`config.mk`:
```
export PLATFORM = sky130hd
export DESIGN_NAME = qseq_flag_unit
export DESIGN_NICKNAME = d
export VERILOG_FILES = /design/src/rtl/qseq_flag_pkg.sv /design/src/rtl/qseq_flag_cell.sv /design/src/rtl/qseq_set_logic.sv /design/src/rtl/qseq_flag_unit.sv
export SDC_FILE = /design/constraint.sdc
export NUM_CORES = 1
export LEC_CHECK = 0
export BUFFER_PORTS_ARGS = -buffer_cell sky130_fd_sc_hd__buf_2
export CORE_UTILIZATION = 40
export CTS_BUF_LIST = sky130_fd_sc_hd__clkbuf_4 sky130_fd_sc_hd__clkbuf_8
export DETAILED_ROUTE_END_ITERATION = 10
export MAX_ROUTING_LAYER = met4
export PLACE_DENSITY = 0.81
export SYNTH_ARGS = -nofsm -noshare
export SYNTH_HDL_FRONTEND = slang
export SYNTH_SLANG_ARGS = --single-unit
```
`constraint.sdc`:
```
create_clock -name clk -period 1.95 [get_ports clk]
set_input_delay 0.0975 -clock clk [delete_from_list [all_inputs] [get_ports clk]]
set_output_delay 0.0975 -clock clk [all_outputs]
set_load 0.05 [all_outputs]
```
`src/rtl/qseq_flag_pkg.sv`:
```
package qseq_flag_pkg;

    // Distance between the start of one flag field and the next in the status word.
    localparam int FIELD_STRIDE = 4;

    typedef enum logic [1:0] {
        FK_CMP = 2'd0,
        FK_PAU = 2'd1,
        FK_OVR = 2'd2
    } flag_kind_e;

    localparam int NUM_KINDS = 3;

    typedef struct packed {
        logic flag;
        logic armed;
    } flag_cell_t;

    function automatic int field_pos(input int kind, input int q);
        return kind * FIELD_STRIDE + q;
    endfunction

endpackage

```
`src/rtl/qseq_flag_cell.sv`:
```
module qseq_flag_cell
    import qseq_flag_pkg::*;
(
    input  logic clk,
    input  logic rst_n,
    input  logic hw_set,
    input  logic sw_read,
    input  logic sw_write,
    input  logic sw_bit,
    output logic flag_o
);

    flag_cell_t st_d, st_q;

    always_comb begin
        st_d = st_q;
        if (sw_read) begin
            st_d.armed = st_q.flag;
        end
        if (sw_write) begin
            if (!sw_bit && st_q.armed) begin
                st_d.flag = 1'b0;
            end
            st_d.armed = 1'b0;
        end
        // A hardware set wins over a software clear in the same cycle.
        if (hw_set) begin
            st_d.flag = 1'b1;
        end
    end

    always_ff @(posedge clk or negedge rst_n) begin
        if (!rst_n) begin
            st_q <= '0;
        end else begin
            st_q <= st_d;
        end
    end

    assign flag_o = st_q.flag;

endmodule

```
`src/rtl/qseq_set_logic.sv`:
```
module qseq_set_logic #(
    parameter int NUM_Q = 2
) (
    input  logic             clk,
    input  logic             rst_n,
    input  logic [NUM_Q-1:0] conv_done,
    input  logic [NUM_Q-1:0] last_cmd,
    input  logic [NUM_Q-1:0] pause_cmd,
    input  logic [NUM_Q-1:0] trig,
    input  logic [NUM_Q-1:0] q_active,
    input  logic             gated_mode,
    input  logic             gate_early_close,
    input  logic             gated_cont,
    output logic [NUM_Q-1:0] set_cmp,
    output logic [NUM_Q-1:0] set_pau,
    output logic [NUM_Q-1:0] set_ovr
);

    typedef struct packed {
        logic eoq_seen;
    } scan_state_t;

    scan_state_t sc_d, sc_q;
    logic [NUM_Q-1:0] eoq;
    logic             scan_on;
    logic             second_eoq;

    always_comb begin
        eoq        = conv_done & last_cmd;
        scan_on    = gated_cont & q_active[0];
        second_eoq = scan_on & eoq[0] & sc_q.eoq_seen;

        sc_d = sc_q;
        if (!scan_on) begin
            sc_d.eoq_seen = 1'b0;
        end else if (eoq[0]) begin
            sc_d.eoq_seen = 1'b1;
        end

        set_cmp    = eoq;
        set_pau    = conv_done & pause_cmd;
        set_pau[0] = set_pau[0] | (gated_mode & gate_early_close);
        set_ovr    = trig & q_active;
        set_ovr[0] = set_ovr[0] | second_eoq;
    end

    always_ff @(posedge clk or negedge rst_n) begin
        if (!rst_n) begin
            sc_q <= '0;
        end else begin
            sc_q <= sc_d;
        end
    end

endmodule

```
`src/rtl/qseq_flag_unit.sv`:
```
module qseq_flag_unit
    import qseq_flag_pkg::*;
#(
    parameter int NUM_Q = 2,
    parameter int REG_W = 16
) (
    input  logic             clk,
    input  logic             rst_n,
    input  logic [NUM_Q-1:0] conv_done,
    input  logic [NUM_Q-1:0] last_cmd,
    input  logic [NUM_Q-1:0] pause_cmd,
    input  logic [NUM_Q-1:0] trig,
    input  logic [NUM_Q-1:0] q_active,
    input  logic             gated_mode,
    input  logic             gate_early_close,
    input  logic             gated_cont,
    input  logic [NUM_Q-1:0] cmp_ie,
    input  logic [NUM_Q-1:0] pau_ie,
    input  logic             rd_en,
    input  logic             wr_en,
    input  logic [REG_W-1:0] wr_data,
    output logic [REG_W-1:0] rd_data,
    output logic [NUM_Q-1:0] irq
);

    // NUM_Q must not exceed FIELD_STRIDE, and REG_W must hold the last field.
    localparam int NFLAG = NUM_KINDS * NUM_Q;

    logic [NUM_KINDS-1:0][NUM_Q-1:0] set_vec;
    logic [NFLAG-1:0]                flag_flat;

    qseq_set_logic #(.NUM_Q(NUM_Q)) i_set (
        .clk              (clk),
        .rst_n            (rst_n),
        .conv_done        (conv_done),
        .last_cmd         (last_cmd),
        .pause_cmd        (pause_cmd),
        .trig             (trig),
        .q_active         (q_active),
        .gated_mode       (gated_mode),
        .gate_early_close (gate_early_close),
        .gated_cont       (gated_cont),
        .set_cmp          (set_vec[FK_CMP]),
        .set_pau          (set_vec[FK_PAU]),
        .set_ovr          (set_vec[FK_OVR])
    );

    for (genvar k = 0; k < NUM_KINDS; k++) begin : g_kind
        for (genvar q = 0; q < NUM_Q; q++) begin : g_q
            localparam int POS = k * FIELD_STRIDE + q;
            qseq_flag_cell i_cell (
                .clk      (clk),
                .rst_n    (rst_n),
                .hw_set   (set_vec[k][q]),
                .sw_read  (rd_en),
                .sw_write (wr_en),
                .sw_bit   (wr_data[POS]),
                .flag_o   (flag_flat[k*NUM_Q+q])
            );
        end
    end

    always_comb begin
        rd_data = '0;
        for (int k = 0; k < NUM_KINDS; k++) begin
            for (int q = 0; q < NUM_Q; q++) begin
                rd_data[field_pos(k, q)] = flag_flat[k*NUM_Q+q];
            end
        end
    end

    always_comb begin
        for (int q = 0; q < NUM_Q; q++) begin
            irq[q] = (flag_flat[int'(FK_CMP)*NUM_Q+q] & cmp_ie[q])
                   | (flag_flat[int'(FK_PAU)*NUM_Q+q] & pau_ie[q]);
        end
    end

endmodule

```
==> results.cfg <==
[run_status]
outcome = finished, violations left
violations = design-rule violations

[finish]
nets = 131
drive_gt1_share_pct = 40.9
syn2layout_area_growth_pct = 17.6
layout_commonest_cell = buf_2
antenna_cells = 0
fillers = 144
layout_common_cells = 34 x buf_2, 13 x dfrtp_1, 10 x conb_1
fin_area_sq_um = 818

[power]
ir_drop_mv = 0.369
p_comb_share_pct = 30.1
powerDensity_nw_per_um2 = 831
intPower_w = 0.000431
power.share.clock_pct = 23.9
power.switching_w = 0.000249
swShare_pct = 36.6
power_frac_seq_pct = 46.1
leakagePower_nw = 0.439

[global_route]
globalRouteTotalUtil_pct = 13.8
grt_max_degree = 14
grt_pass1_vias = 472
antenna_found_initial = 0
grt_pass1_wl_microns = 1790
grt_overflow = 0

[route]
vias = 544
ant_nets = 0
drc = 6
first_iter_violations = 13
totalWireLength_microns = 1170
dr.pass1.iters = 7
routedWlPerCell_microns = 10.7
viasPerCell = 4.99

[worst_setup_path]
r2r_cells = 2
r2r_end = g_kind[2].g_q[0].i_cell.flag_o
r2r_setup_slack_ns = 1.03
crit_fanout = 4
path_class = reg2out
end_kind = output pin
required_ns = 1.85
reg2reg_from = i_set.sc_q
cp.arrival_ns = 1.12
worstSetupStartpoint = g_kind[0].g_q[0].i_cell.flag_o
start_kind = register

[yosys]
synth_area_leaders = dfrtp_1 47%, buf_4 18%, a22o_1 10%, mux2i_1 8.6%, nand3b_1 6.5%
yosysSeqAreaShare_pct = 46.8
yosys.area.top_type = dfrtp_1
yosysWarningCount = 0
syn_area_sq_um = 696
synth_cell_types = 12
synth_cells = 63
avgSynthCellArea_sq_um = 11.0
yosys.area.top_type_share_pct = 46.8
synth_seq_cells = 13

[clock_network]
post_cts_buffers = 0
cts_buffers = 3
cts_hold_buf = 1
path_clk_slew_ns = 0.08
clock-sinks = 13
clockRootBuffer = clkbuf_4
cts_resized = 0
htree_levels = 1
clk_latency_ns = 0.27
cts_max_path_buffers = 2
cts_tree = built

[timing]
clock_skew_ns = 0.000363
finalHoldViolations = 0
grt_setup_unrepaired = false
drv_slew = 0
final-setup-viol-count = 0
fin_crit_sh_pct = 62.3
fmax_ghz = 0.823
tns_ns = 0
period_minus_slack_ns = 1.22

[min_path]
holdPathEnd = g_kind[0].g_q[1].i_cell.flag_o
holdCritPathClass = in2reg
hold_depth = 2
min_from = last_cmd[1]

[placement]
placed_area_sq_um = 781
dpl.hpwl_microns = 907
place_congestion = 0.729
portBuffers = 34

[floorplanning]
row_count = 14
fp.dieW_microns = 43.7
die_h_microns = 43.7
die_area_sq_um = 1910
initial_utilization_pct = 44.6
coreArea_sq_um = 1560
io_pins = 55

[run]
drv_cap = 0
==> sequential cells by signal, summed over array words and instances, names as in the netlist <==
signal and cells:
i_set.sc_q 1, g_kind.g_q.i_cell.flag_o 6, g_kind.g_q.i_cell.st_q 6
==> synth_stat cells, drive strengths merged <==
library cell and count:
buf 18, nand2 1, nand3b 6, a41o 1, mux2i 6, a21o 1, a22o 8, nor2 7
a21oi 1, conb 1, dfrtp 13
==> worst max path at each step <==
| stage | end | cells after the start |
|---|---|---|
| 6_report | irq[0] | 2 |
| 5_1_grt | irq[1] | 2 |
| 4_1_cts | irq[0] | 2 |
| 3_5_place_dp | irq[0] | 2 |
| 3_3_place_gp | irq[0] | 2 |
| 2_1_floorplan | irq[1] | 1 |
==> cells by family (layout without fill, tap and decap cells) <==
kind of cell           after synthesis  in the layout  share of synthesized area (%)
AND/OR/NAND/NOR                     14             14                           10.8
buffers and inverters               18             39                           20.0
other                                1             10                          0.539
multiplexers                         6              6                           8.63
AO/OA/AOI/OAI                       11             11                           13.3
flip-flops                          13             13                           46.8
==> worst max-delay path, stage by stage (launching register included) <==
cell and delay [ns]:
dfrtp_1 0.41, a22o_1 0.23, buf_2 0.20
==> final cells by class <==
type / count / area, sq um / area share, %
clock inverters: 1 / 5.00 / 0.612
well taps: 16 / 20.0 / 2.45
repair buffers: 35 / 180 / 22.0
flip-flops and latches: 13 / 325 / 39.8
multi-input cells: 41 / 265 / 32.4
clock buffers: 3 / 22.5 / 2.75
==> power by group through the flow <==
stage	Clock (W)	Combinational [W]	Sequential, W
global route	0.000177	0.000219	0.000317
floorplan	0	0.000189	0.000314
CTS	0.000168	0.000206	0.000314
global placement	0	0.000203	0.000318
finish	0.000162	0.000204	0.000313
detailed placement	0	0.000204	0.000319
==> metal layers <==
layer	track usage (%)	wire, microns	vias up	share of wire [%]
li1	-	-	255	-
met1	14.3	481	260	41
met2	22.4	574	27	49
met3	2.92	92	2	7.9
met4	11.3	19	0	1.6
met5	-	0	-	0
==> through the flow <==
| stage | hold WS [ns] | setup WS (ns) | util, % | cells | power [W] |
|---|---|---|---|---|---|
| 6_report | 0.0523 | 0.735 | 52.5 | 109 | 0.000680 |
| 5_1_grt | 0.0471 | 0.672 | 52.5 | 109 | 0.000712 |
| 4_1_cts | 0.0466 | 0.719 | 52.5 | 109 | 0.000688 |
| 3_5_place_dp | -0.000836 | 1.03 | 50.1 | 104 | 0.000523 |
| 3_3_place_gp | -0.00650 | 1.03 | 50.1 | 104 | 0.000520 |
| 2_1_floorplan | -0.198 | 1.05 | - | 72 | 0.000504 |
(Power assumes the default switching activity.)
